### src/rtl/i2c_ctl_pkg.sv
package i2c_ctl_pkg;
  localparam int POS_EN  = 5;
  localparam int POS_GC  = 4;
  localparam int POS_STA = 3;
  localparam int POS_ACK = 2;
  localparam int POS_STO = 1;
  localparam int POS_ITE = 0;
  localparam int FIELD_W = 6;

  typedef struct packed {
    logic en;
    logic gc;
    logic sta;
    logic ack;
    logic sto;
    logic ite;
  } ctl_t;

  typedef struct packed {
    logic start_sent;
    logic stop_sent;
    logic start_det;
    logic stop_det;
    logic addr_match;
    logic gcall;
    logic byte_evt;
    logic arb_lost;
    logic misplaced;
    logic nack;
  } evt_t;
endpackage

### src/rtl/i2c_ctl_reg.sv
module i2c_ctl_reg
  import i2c_ctl_pkg::*;
#(
  parameter int REG_W = 8
) (
  input  logic             clk_i,
  input  logic             rst_ni,
  input  logic             wr_i,
  input  logic [REG_W-1:0] wdata_i,
  input  logic             master_i,
  input  evt_t             evt_i,
  output ctl_t             ctl_o,
  output logic [REG_W-1:0] rdata_o
);
  ctl_t ctl_q;

  always_ff @(posedge clk_i or negedge rst_ni) begin
    if (!rst_ni) begin
      ctl_q <= '0;
    end else if (wr_i) begin
      if (wdata_i[POS_EN]) begin
        ctl_q.en  <= 1'b1;
        ctl_q.gc  <= wdata_i[POS_GC];
        ctl_q.sta <= wdata_i[POS_STA];
        ctl_q.ack <= wdata_i[POS_ACK];
        ctl_q.sto <= wdata_i[POS_STO];
        ctl_q.ite <= wdata_i[POS_ITE];
      end else begin
        // disabled: only the stop request survives
        ctl_q     <= '0;
        ctl_q.sto <= wdata_i[POS_STO];
      end
    end else begin
      if (evt_i.start_sent) ctl_q.sta <= 1'b0;
      if (master_i && evt_i.stop_sent) ctl_q.sto <= 1'b0;
      if (!master_i && (evt_i.start_det || evt_i.stop_det)) ctl_q.sto <= 1'b0;
    end
  end

  always_comb begin
    rdata_o          = '0;
    rdata_o[POS_EN]  = ctl_q.en;
    rdata_o[POS_GC]  = ctl_q.gc;
    rdata_o[POS_STA] = ctl_q.sta;
    rdata_o[POS_ACK] = ctl_q.ack;
    rdata_o[POS_STO] = ctl_q.sto;
    rdata_o[POS_ITE] = ctl_q.ite;
  end

  assign ctl_o = ctl_q;
endmodule

### src/rtl/i2c_ctl_evt.sv
module i2c_ctl_evt
  import i2c_ctl_pkg::*;
(
  input  logic clk_i,
  input  logic rst_ni,
  input  ctl_t ctl_i,
  input  logic master_i,
  input  evt_t evt_i,
  input  logic wr_i,
  input  logic clr_i,
  output logic irq_o,
  output logic hold_o
);
  logic hold_cause, free_cause, addr_ok;
  logic pend_hold_q, pend_free_q;

  assign addr_ok    = evt_i.addr_match && ctl_i.ack && (!evt_i.gcall || ctl_i.gc);
  assign hold_cause = ctl_i.en && ((evt_i.start_sent && master_i) || addr_ok ||
                      evt_i.byte_evt || evt_i.misplaced || evt_i.nack);
  assign free_cause = ctl_i.en && ((evt_i.arb_lost && master_i) ||
                      (evt_i.stop_det && !master_i));

  always_ff @(posedge clk_i or negedge rst_ni) begin
    if (!rst_ni) begin
      pend_hold_q <= 1'b0;
      pend_free_q <= 1'b0;
    end else if (wr_i || !ctl_i.en) begin
      pend_hold_q <= 1'b0;
      pend_free_q <= 1'b0;
    end else begin
      pend_hold_q <= (pend_hold_q && !clr_i) || (ctl_i.ite && hold_cause);
      pend_free_q <= (pend_free_q && !clr_i) || (ctl_i.ite && free_cause);
    end
  end

  assign irq_o  = pend_hold_q || pend_free_q;
  assign hold_o = pend_hold_q;
endmodule

### src/rtl/i2c_ctl_req.sv
module i2c_ctl_req
  import i2c_ctl_pkg::*;
(
  input  ctl_t ctl_i,
  input  logic master_i,
  input  logic bus_busy_i,
  output logic start_req_o,
  output logic stop_req_o,
  output logic slave_release_o,
  output logic ack_o,
  output logic gcall_ack_o,
  output logic pin_en_o
);
  always_comb begin
    start_req_o     = ctl_i.en && ctl_i.sta && (master_i || !bus_busy_i);
    stop_req_o      = ctl_i.en && ctl_i.sto && master_i;
    slave_release_o = ctl_i.en && ctl_i.sto && !master_i;
    ack_o           = ctl_i.en && ctl_i.ack;
    gcall_ack_o     = ctl_i.en && ctl_i.ack && ctl_i.gc;
    pin_en_o        = ctl_i.en;
  end
endmodule

### src/rtl/i2c_ctl_unit.sv
module i2c_ctl_unit
  import i2c_ctl_pkg::*;
#(
  parameter int REG_W = 8
) (
  input  logic             clk_i,
  input  logic             rst_ni,
  input  logic             reg_wr_i,
  input  logic [REG_W-1:0] reg_wdata_i,
  output logic [REG_W-1:0] reg_rdata_o,
  input  logic             master_i,
  input  logic             bus_busy_i,
  input  logic             start_sent_i,
  input  logic             stop_sent_i,
  input  logic             start_det_i,
  input  logic             stop_det_i,
  input  logic             addr_match_i,
  input  logic             gcall_i,
  input  logic             byte_evt_i,
  input  logic             arb_lost_i,
  input  logic             misplaced_i,
  input  logic             nack_i,
  input  logic             irq_clr_i,
  output logic             start_req_o,
  output logic             stop_req_o,
  output logic             slave_release_o,
  output logic             ack_o,
  output logic             gcall_ack_o,
  output logic             pin_en_o,
  output logic             scl_hold_o,
  output logic             irq_o
);
  ctl_t ctl;
  evt_t evt;
  logic hold;

  assign evt = '{start_sent: start_sent_i, stop_sent: stop_sent_i,
                 start_det: start_det_i, stop_det: stop_det_i,
                 addr_match: addr_match_i, gcall: gcall_i,
                 byte_evt: byte_evt_i, arb_lost: arb_lost_i,
                 misplaced: misplaced_i, nack: nack_i};

  i2c_ctl_reg #(.REG_W(REG_W)) i_reg (
    .clk_i    (clk_i),
    .rst_ni   (rst_ni),
    .wr_i     (reg_wr_i),
    .wdata_i  (reg_wdata_i),
    .master_i (master_i),
    .evt_i    (evt),
    .ctl_o    (ctl),
    .rdata_o  (reg_rdata_o)
  );

  i2c_ctl_evt i_evt (
    .clk_i    (clk_i),
    .rst_ni   (rst_ni),
    .ctl_i    (ctl),
    .master_i (master_i),
    .evt_i    (evt),
    .wr_i     (reg_wr_i),
    .clr_i    (irq_clr_i),
    .irq_o    (irq_o),
    .hold_o   (hold)
  );

  i2c_ctl_req i_req (
    .ctl_i           (ctl),
    .master_i        (master_i),
    .bus_busy_i      (bus_busy_i),
    .start_req_o     (start_req_o),
    .stop_req_o      (stop_req_o),
    .slave_release_o (slave_release_o),
    .ack_o           (ack_o),
    .gcall_ack_o     (gcall_ack_o),
    .pin_en_o        (pin_en_o)
  );

  assign scl_hold_o = hold;
endmodule

### config.mk
export PLATFORM = sky130hd
export DESIGN_NAME = i2c_ctl_unit
export DESIGN_NICKNAME = d
export VERILOG_FILES = /design/src/rtl/i2c_ctl_pkg.sv /design/src/rtl/i2c_ctl_reg.sv /design/src/rtl/i2c_ctl_evt.sv /design/src/rtl/i2c_ctl_req.sv /design/src/rtl/i2c_ctl_unit.sv
export SDC_FILE = /design/constraint.sdc
export NUM_CORES = 1
export LEC_CHECK = 0
export ABC_AREA = 1
export BUFFER_PORTS_ARGS = -buffer_cell sky130_fd_sc_hd__buf_2
export CAP_MARGIN = 20
export CORE_MARGIN = 2
export CORE_UTILIZATION = 36
export DETAILED_ROUTE_END_ITERATION = 10
export PLACE_DENSITY = 0.76
export SYNTH_ARGS = -nofsm -noshare
export SYNTH_HDL_FRONTEND = slang
export SYNTH_SLANG_ARGS = --single-unit
### constraint.sdc
create_clock -name clk_i -period 1 [get_ports clk_i]
set_input_delay 0.2 -clock clk_i [delete_from_list [all_inputs] [get_ports clk_i]]
set_output_delay 0.2 -clock clk_i [all_outputs]
set_load 0.01 [all_outputs]
==> key figures <==
Synthesis
  – Cells after Synth: 64
  – Synth area leaders: dfrtp_1 42%, nand2_1 16%, inv_1 7.0%, nand3_1 6.3%, buf_4 4.7%
  – Mux share of post-synthesis cell area: 0%
  – Post-synth cell types: 19
  – Count leader, synth: nand2_1
  – Post-synth EDFFs: 0
  – Largest family of logic cells by synthesized area: simple AND/OR/NAND/NOR gates
  – Synth Area in XOR/XNOR: 0%
  – Synth top cells by count: 20 x nand2_1, 9 x inv_1, 8 x dfrtp_1
  – Top_reg_cell synth: dfrtp_1
  – Warnings, synthesis: 0
  – Share of the synthesized area in the top cell type: a little over two fifths
  – Post-synth ARST share: 100.0%
  – Mapped Area: around 480 µm²
  – Leading area contributor after synthesis: dfrtp_1
  – FF+latch count, synth: 8
  – Syn avg cell area: approximately 7.5 µm²
  – Compound-gate portion of the synthesized area: about an eighth
  – Post-Synth Adder-Cell Area: 0%
  – Sequential element share of the synthesized area: a little over two fifths
  – Simple logic cell fraction of the synthesized area: between 30% and 40%

Outcome
  – Failing checks: setup timing
  – Outcome: finished, violations left

Clocking
  – Htree depth: 1
  – # clock sinks: 8
  – Root buffer cell: clkbuf_4
  – Reg clk slew, reported paths: approximately 0.06 ns
  – Number of buffers created by CTS: 3
  – TritonCTS clock tree: built
  – Clk_lat worst skew: between 0.2 and 0.3 ns
  – Maximum clock path buffer count: 2

Detailed routing
  – Vias per cell: 4.694
  – Antenna Violating Nets Remaining: 0
  – # DRC: 0
  – Final wirelength: about 1400 µm
  – Via count: about 570
  – Avg WL per Cell: roughly 11 µm
  – DR iter-0 viols: 13
  – First drt pass iteration count: 4

Critical path
  – Worst Setup SP: i_reg.ctl_o[5]$_DFFE_PN0P_
  – Critical R2R Capture: i_reg.ctl_o[5]$_DFFE_PN0P_
  – Launching point of the worst reg2reg path: i_reg.ctl_o[5]$_DFFE_PN0P_
  – Crit path capture type: output port
  – Reg-to-reg setup timing slack: approximately 0.050 ns
  – Crit path kind: flop to output port
  – Worst path arrival time: between 1 and 1.5 ns
  – Critical path startpoint category: flop
  – Worst EP required: around 0.8 ns
  – Reg2Reg Depth: 4
  – CP Max Fanout: 3

Place
  – GPL Wtd Cong: between 0.7 and 0.8
  – Setup WS pre-CTS: -0.02174 ns
  – DP Area: 651.9 µm²
  – Dpl hpwl: around 1000 µm
  – Buffers on Ports: 35

Finish
  – Area delta synth->final: 59.37%
  – Layout Nets: roughly 130
  – Cell area after layout: about 770 µm²
  – # diodes: 0
  – Fraction of layout cells with a size suffix above 1: 57.55%

Die
  – Initial Utilization: between 30% and 40%
  – Ports: 40
  – Die width: 40.53 µm
  – Height of the die: about 41 µm
  – Row count: 13
  – Die area: ~1600 µm²
  – Core area: between 1000 and 1500 µm²

STA
  – Fmax achieved: 0.8045 GHz
  – Setup Skew: ~0.00055 ns
  – Setup tns final: -1.666 ns
  – RSZ-0062 raised after global routing: true
  – Final Hold Violating Endpoints: 0
  – Max-slew violation count: 0
  – Tmin final: 1.243 ns
  – Final Cycle Share: 124.3%
  – Final setup fails: 9
  – Worst setup margin: -0.2431 ns

Global route
  – First-pass GRT wire length: 2042 µm
  – Largest net degree at the start of global routing: 10
  – Gr usage total: between 20 and 25%
  – Initial antenna violation count: 0
  – Vias in the first global route: 459
  – Total grt overflow: 0

Hold path
  – Worst Hold Depth: 2
  – Min-delay src: start_sent_i
  – Worst hold endpoint: i_reg.ctl_o[3]$_DFFE_PN0P_
  – Tightest Hold Check Type: input pin to flop

Flow run
  – Max-Cap Viols: 0

Pwr
  – Max IR drop VDD: 645.3 µV
  – Leak: 0.4530 nW
  – Final Power: ~0.86 mW
  – PD cells: ~1100 nW/µm²
-- layout by cell type (no fill, tap or decap) --
cell | synthesis | layout
a211oi_2 | 1 | 1
or2_4 | 0 | 1
a21oi_1 | 1 | 1
buf_4 | 3 | 4
nor2_1 | 2 | 2
nand3_1 | 6 | 5
nor3_2 | 0 | 2
buf_2 | 0 | 33
nand2_1 | 20 | 18
inv_2 | 2 | 4
inv_1 | 9 | 7
buf_6 | 1 | 4
conb_1 | 1 | 2
o21ai_2 | 2 | 2
o21ai_0 | 1 | 1
nand3_2 | 1 | 2
nand2_2 | 1 | 3
clkbuf_4 | 0 | 3
dfrtp_2 | 0 | 1
dfrtp_1 | 8 | 7
dlygate4sd3_1 | 0 | 1
a21oi_2 | 1 | 1
o31ai_1 | 1 | 1
-- per-layer routing --
metal / global-route usage, % / share of wire [%] / vias up
met5: 0 / 0 / -
met4: 10.00 / 1.5 / 0
met3: 5.000 / 7.0 / 4
met2: 35.71 / 56 / 25
met1: 22.60 / 35 / 259
li1: - / - / 280
-- cells by family (layout without fill, tap and decap cells) --
| logic type | count (synthesis) | after routing |
|---|---|---|
| AO/OA/AOI/OAI | 7 | 7 |
| other | 1 | 2 |
| flip-flops | 8 | 8 |
| buffers and inverters | 15 | 56 |
| AND/OR/NAND/NOR | 33 | 33 |
-- registers in the layout, summed over array words and instances, names as in the netlist --
register and flops:
i_reg.ctl_o 6, i_evt.pend_free_q 1, i_evt.hold_o 1
-- per-stage QoR --
stage	hold slack (ns)	cells	utilization (%)
2_1_floorplan	-0.09559	65	-
3_3_place_gp	0.04894	112	51.38
3_5_place_dp	0.04975	112	51.38
4_1_cts	0.1495	119	58.19
5_1_grt	0.1653	121	60.36
6_report	0.1515	121	60.36
-- cell type report --
| cell class | count | area (µm²) |
|---|---|---|
| Fill cell | 112 | 503.0 |
| Timing Repair Buffer | 42 | 250.2 |
| Multi-Input combinational cell | 42 | 231.5 |
| Sequential cell | 8 | 201.4 |
| Inverter | 11 | 41.29 |
| Clock buffer | 3 | 22.52 |
| Tap cell | 15 | 18.77 |
-- what timing repair did --
action                                 in CTS  in global routing
hold buffers                                1                  0
gates resized for setup                     9                  4
cloned                                      0                  0
pin swaps                                   3                  0
endpoints found under the hold margin       8                  0
setup endpoints to repair                  10                 12
setup buffers                               4                  2
-- report_power, final --
part           leakage (nW)  switching (mW)  total (mW)  internal [mW]
clock                0.0138           0.120       0.258          0.138
sequential            0.104          0.0154       0.360          0.345
combinational         0.335           0.125       0.242          0.117
-- worst max-delay path by stage --
stage | end | slack [ns]
finish | ack_o | -0.24
global route | gcall_ack_o | -0.29
CTS | gcall_ack_o | -0.21
detailed placement | start_req_o | -0.02
global placement | start_req_o | 0.01
floorplan | slave_release_o | -0.04
-- critical path: stages, from the launching register on --
cell and delay, ns:
dfrtp_2 0.44, buf_6 0.13, nand2_2 0.05, inv_1 0.04, buf_2 0.13
Note: power is estimated with default switching activity, not from simulation.
